==> config.mk <==
export PLATFORM = sky130hd
export DESIGN_NAME = pwrt_reset_seq
export DESIGN_NICKNAME = d
export VERILOG_FILES = /design/src/rtl/pwrt_pkg.sv /design/src/rtl/pwrt_counter.sv /design/src/rtl/pwrt_rst_merge.sv /design/src/rtl/pwrt_reset_seq.sv
export SDC_FILE = /design/constraint.sdc
export NUM_CORES = 1
export LEC_CHECK = 0
export BUFFER_PORTS_ARGS = -buffer_cell sky130_fd_sc_hd__buf_2
export CELL_PAD_IN_SITES_DETAIL_PLACEMENT = 0
export CELL_PAD_IN_SITES_GLOBAL_PLACEMENT = 1
export CORE_AREA = 5 5 42 44
export CTS_CLUSTER_DIAMETER = 40
export DETAILED_ROUTE_END_ITERATION = 16
export DIE_AREA = 0 0 47 49
export PLACE_DENSITY_LB_ADDON = 0.1
export SYNTH_ARGS = -nofsm -noshare
export SYNTH_HDL_FRONTEND = slang
export SYNTH_SLANG_ARGS = --single-unit
==> constraint.sdc <==
create_clock -name clk -period 3.89 [get_ports clk]
set_input_delay 0.9725 -clock clk [delete_from_list [all_inputs] [get_ports clk]]
set_output_delay 0.9725 -clock clk [all_outputs]
set_load 0.02 [all_outputs]
==> src/rtl/pwrt_pkg.sv <==
// Package: shared sizing for the power-up timer reset sequencer.
// Assumes the counter width is small (a handful of bits).
package pwrt_pkg;
    parameter int unsigned PWRT_CNT_W = 5;
endpackage

==> src/rtl/pwrt_counter.sv <==
// Module: power-up timer counter.
// Counts oscillator enable ticks after the power-on pulse clears and
// raises a sticky done flag on the tick taken at the terminal count.
// Assumes tick_i is a single-cycle enable in the clk domain.
module pwrt_counter #(
    parameter int unsigned CNT_W = pwrt_pkg::PWRT_CNT_W
) (
    input  logic             clk,
    input  logic             rst_n,
    input  logic             tick_i,
    input  logic             por_i,
    output logic [CNT_W-1:0] cnt_o,
    output logic             done_o
);
    localparam logic [CNT_W-1:0] TERM = {CNT_W{1'b1}};

    logic [CNT_W-1:0] cnt_q;
    logic             done_q;

    // Advance the count on each tick; hold at terminal count and flag done.
    always_ff @(posedge clk) begin
        if (!rst_n) begin
            cnt_q  <= '0;
            done_q <= 1'b0;
        end else if (por_i) begin
            cnt_q  <= '0;
            done_q <= 1'b0;
        end else if (tick_i && !done_q) begin
            if (cnt_q == TERM) begin
                done_q <= 1'b1;
            end else begin
                cnt_q <= cnt_q + CNT_W'(1);
            end
        end
    end

    assign cnt_o  = cnt_q;
    assign done_o = done_q;

    p_por_clear_r2: assert property (@(posedge clk) disable iff (!rst_n)
        por_i |=> (cnt_q == '0) && !done_q);

    p_step_r3: assert property (@(posedge clk) disable iff (!rst_n)
        (tick_i && !por_i && !done_q && cnt_q != TERM) |=> cnt_q == $past(cnt_q) + CNT_W'(1));

    p_no_tick_r4: assert property (@(posedge clk) disable iff (!rst_n)
        (!tick_i && !por_i) |=> $stable(cnt_q) && $stable(done_q));

    p_done_sticky_r5: assert property (@(posedge clk) disable iff (!rst_n)
        (done_q && !por_i) |=> done_q);

    p_done_at_term_r3: assert property (@(posedge clk) disable iff (!rst_n)
        done_q |-> cnt_q == TERM);
endmodule

==> src/rtl/pwrt_rst_merge.sv <==
// Module: internal reset merge.
// Asserts internal reset while a power-on pulse is present, while the
// timer has not expired, or while the external pin is low.
// Assumes all inputs are already in the clk domain.
module pwrt_rst_merge (
    input  logic por_i,
    input  logic done_i,
    input  logic ext_rst_n_i,
    output logic int_rst_o
);
    // Combine the three reset sources; no added delay on pin release.
    always_comb begin
        int_rst_o = por_i | ~done_i | ~ext_rst_n_i;
    end
endmodule

==> src/rtl/pwrt_reset_seq.sv <==
// Module: power-up timer reset sequencer (top).
// Holds internal reset through a power-on pulse and a following
// 2**CNT_W-tick timeout, and while the external pin is low.
// Assumes tick_i, por_i and ext_rst_n_i are synchronous to clk.
module pwrt_reset_seq #(
    parameter int unsigned CNT_W = pwrt_pkg::PWRT_CNT_W
) (
    input  logic clk,
    input  logic rst_n,
    input  logic tick_i,
    input  logic por_i,
    input  logic ext_rst_n_i,
    output logic int_rst_o,
    output logic tmo_done_o
);
    logic [CNT_W-1:0] cnt;
    logic             done;

    pwrt_counter #(.CNT_W(CNT_W)) u_cnt (
        .clk    (clk),
        .rst_n  (rst_n),
        .tick_i (tick_i),
        .por_i  (por_i),
        .cnt_o  (cnt),
        .done_o (done)
    );

    pwrt_rst_merge u_merge (
        .por_i       (por_i),
        .done_i      (done),
        .ext_rst_n_i (ext_rst_n_i),
        .int_rst_o   (int_rst_o)
    );

    assign tmo_done_o = done;

    p_hold_until_done_r6: assert property (@(posedge clk) disable iff (!rst_n)
        !tmo_done_o |-> int_rst_o);

    p_pin_holds_r7: assert property (@(posedge clk) disable iff (!rst_n)
        !ext_rst_n_i |-> int_rst_o);

    p_pin_keeps_timer_r9: assert property (@(posedge clk) disable iff (!rst_n)
        (!ext_rst_n_i && !por_i && tmo_done_o) |=> tmo_done_o);

    p_release_r8: assert property (@(posedge clk) disable iff (!rst_n)
        (tmo_done_o && !por_i && ext_rst_n_i) |-> !int_rst_o);
endmodule

After elaboration in Yosys (flattened, before gate mapping)

Index checks and enable logic that the tools add are counted.

Register bits after elaboration: 6
Input port bits: 5
Output and inout bits: 2
Word-level logic and storage cells: 15

Add/sub/neg operators: 1
Equality and inequality tests: 1
Bitwise gates (word level): 6
Reduce and logical (&&, ||, !) cells: 5

Operator list:

| operator                                                      | count |
|---|---|
| 5-bit by 1-bit adder with 5-bit output, second input constant | 1 |
| 5-bit == test, second input constant                          | 1 |
| 1-bit NOT                                                     | 4 |
| 2-bit AND reduction                                           | 2 |
| 1-bit OR                                                      | 2 |
| 2-bit OR reduction                                            | 1 |
| 1-bit logical AND                                             | 1 |
| 1-bit zero test                                               | 1 |

Depth between registers and ports, before layout

Word-level depth: 3
Mapped depth: 6
Mapped depth without buffers: 6

Cells and area by module

From an unflattened synthesis, not the netlist that was laid out.

Cell total of the unflattened synthesis: 28
Area total of the unflattened synthesis: 286.5 sq um

By module, submodules not included:

| module         | times used | cells each | area each (sq um) | sequential area each (sq um) |
|---|---|---|---|---|
| pwrt_counter   | 1          | 27         | 279.0             | 120.1 |
| pwrt_rst_merge | 1          | 1          | 7.5               | 0.0 |

Worst setup path after synthesis

OpenSTA, ideal clock, no wires.

Path type: input to output
Start point: input por_i
End point: output int_rst_o
Arrival: 1.224 ns
Required time: 2.918 ns
Setup slack: 1.693 ns
Stages on the path: 1
Path buffers: 0
Cells stage by stage: nand3b_1

Longest elaborated chain between the ends: 2

Ends and longest elaborated chain:

| item                   | line                 | source |
|---|---|---|
| start, declared        | pwrt_reset_seq.sv:11 | `input logic por_i,` |
| 1-bit OR (2 in series) | pwrt_rst_merge.sv:13 | `int_rst_o = por_i \| ~done_i \| ~ext_rst_n_i;` |
| end, declared          | pwrt_reset_seq.sv:13 | `output logic int_rst_o,` |

No other way between the ends.

Final worst setup path

Ends and elaborated chain as after synthesis.

==> metrics.yaml <==
clocking:
  clk-insertion-delay-late_ns: 0.24
  clk_pin_slew_ns: 0.05
  cts-buffers-inserted: 3
  cts_post_setup_buffers_inserted: 0
  clk_path_buf_depth: 2
  cts-htree-levels: 1
  cts_root_buffer: "clkbuf_4"
  ctsHoldBuffers: 0
  cts_sinks: 6
  cts_tree: "built"
  cts_resized: 0
timing:
  worst_pin_slew_ns: 0.278
  skew_ns: 0.00284
  drv_slew: 0
  setup_viol: 0
  finalWorstSetupSlack_ns: 1.55
  grt_setup_unrepaired: "no"
  hold_violations: 0
  min_period_ns: 2.34
  timing.fmax_ghz: 0.428
  setup_tns_ns: 0
  fin_crit_sh: 0.601
  slew_headroom: 0.815
critical_path:
  worst_ep_arrival_time_ns: 1.36
  critPathBufInv: 2
  cp_data_required_time_ns: 2.92
  crit_path_end_kind: "output port"
  slowest_stage: "buf_2"
  crit_top_cell: "buf_2"
  critPathKind: "primary input to output port"
  cp-start-kind: "primary input"
  crit_chain: "buf_2 -> nand3b_1 -> buf_2"
  critPathTopFamily: "buffers and inverters"
  cpPeakStageDelay_ns: 0.16
  crit_fanout: 2
global_route:
  grt_pass1_vias: 207
  use_met2: 0.0747
  overflow: 0
  grt_max_degree: 8
  use_met3: 0.0369
  grt_use_met1: 0.0507
  antenna_found_initial: 0
  track_usage: 0.0529
  grt_first_pass_wirelength_um: 800
  grt.busiest_layer: "met2"
synthesis:
  yosys_warnings: 0
  ys_types: 14
  synth_top_area_share: 0.419
  syn_nets: 35
  ys_seq_area_frac: 0.419
  netlist.top_cell.by_area: "dfxtp_1"
  synth.area.top_cells: "dfxtp_1 (42%), nor2_1 (9.2%), ha_1 (8.7%), mux2i_1 (7.0%), nor3b_4 (6.6%)"
  syn_area_um2: 287
  ys_seq_elements: 6
  synth_cells: 28
  avgSynthCellArea_um2: 10.2
floorplan:
  dieArea_mm2: 0.00230
  core_region_area_mm2: 0.00140
  die_w_um: 47
  die_h_um: 49
  ios: 7
  start_util: 0.204
  rows: 14
placement:
  gp_congestion: 0.699
  post-dp-hpwl_um: 412
  port_buffers: 6
  post-place-ws_ns: 1.55
power_and_ir_drop:
  power.total_uw: 128
  powerDensity_mw_per_mm2: 356
  power_leakage_uw: 0.000159
  peakVddDrop_v: 0.000166
route:
  first_pass_iters: 1
  initialDrtViolationCount: 0
  routed_wl_um: 522
  wire_per_inst_um: 9.85
  dr_total_vias: 210
  ant_nets: 0
  drc: 0
  via_per_inst: 3.96
layout:
  finish.utilization: 0.256
  antenna-diode-count: 0
  areaGrowthSynthToFinish_pct: 25.3
  nNetsFinal: 46
  fillers: 167
  layout-drive-gt1-share: 0.297
run_status:
  status: "finished, final reports clean"
hold_path:
  hold_path_class: "flip-flop to flip-flop"
flow_run:
  maxCapViolCount: 0
path summary, 6_finish.rpt:
kind | slack [ns] | startpoint | endpoint | cells after the start
max | 1.55 | por_i | int_rst_o | 3
min | 0.51 | u_cnt.cnt_o[4]$_SDFFE_PP0P_ | u_cnt.cnt_o[4]$_SDFFE_PP0P_ | 2
max reg2reg | 2.06 | u_cnt.cnt_o[0]$_SDFFE_PP0P_ | u_cnt.cnt_o[3]$_SDFFE_PP0P_ | 6
min reg2reg | 0.51 | u_cnt.cnt_o[4]$_SDFFE_PP0P_ | u_cnt.cnt_o[4]$_SDFFE_PP0P_ | 2
cells in the final DEF, fill, tap and decap left out:
cell type  n
nor2_1     7
buf_2      6
dfxtp_1    6
clkbuf_4   3
xnor2_1    2
mux2i_1    2
ha_1       2
and3_1     1
nand3b_1   1
nand2b_1   1
nor3b_4    1
inv_1      1
nand4_1    1
mux2_1     1
and4bb_2   1
a21oi_1    1
worst register-to-register path, stage by stage (launching register included):
cell	delay, ns
dfxtp_1	0.32
ha_1	0.21
and3_1	0.19
ha_1	0.23
nor3b_4	0.29
nand4_1	0.15
mux2_1	0.32
synth_stat cells, drive strengths merged:
library cell,count
mux2i,2
nor2,7
nor3b,1
a21oi,1
and3,1
nand3b,1
nand2b,1
dfxtp,6
mux2,1
ha,2
xnor2,2
and4bb,1
inv,1
nand4,1
through the flow:
stage / cell area [um2] / hold WS (ns) / std cells
3_3_place_gp: 337 / 0.490 / 50
2_1_floorplan: 287 / 0.467 / 28
3_5_place_dp: 337 / 0.501 / 50
5_1_grt: 359 / 0.577 / 53
4_1_cts: 359 / 0.512 / 53
6_report: 359 / 0.511 / 53
cell type report:
class / instances / area, um2 / area share
sequential: 6 / 120 / 0.334
tap: 16 / 20.0 / 0.0557
inverter: 1 / 3.75 / 0.0105
clock buffer: 3 / 22.5 / 0.0627
multi-input combinational: 21 / 163 / 0.453
timing repair buffer: 6 / 30.0 / 0.0836
power by group:
part / switching (uW) / total [uW] / internal [uW]
Clock: 22.0 / 56.9 / 34.9
Combinational: 3.62 / 8.07 / 4.45
Sequential: 0.642 / 63.0 / 62.4
Total: 26.3 / 128 / 102
routing by layer:
metal  routed length, um  vias up
met5                   0        -
met3                  39        2
met4                   5        0
met2                 243        3
met1                 234       89
li1                    -      116
flip-flops by register name, summed over array words and instances (netlist names):
register      cells
u_cnt.cnt_o       5
u_cnt.done_o      1
cell families (layout without fill, tap and decap cells):
kind of cell               after synthesis  after routing  share of synthesized area
and+or+nand+nor                         13             13                      0.293
xor gates and xnor gates                 2              2                     0.0611
DFF                                      6              6                      0.419
buffers and inverters                    1             10                     0.0131
AOI/OAI and AO/OA                        1              1                     0.0175
adders and majority gates                2              2                     0.0873
muxes                                    3              3                      0.109
(Power assumes the default switching activity.)
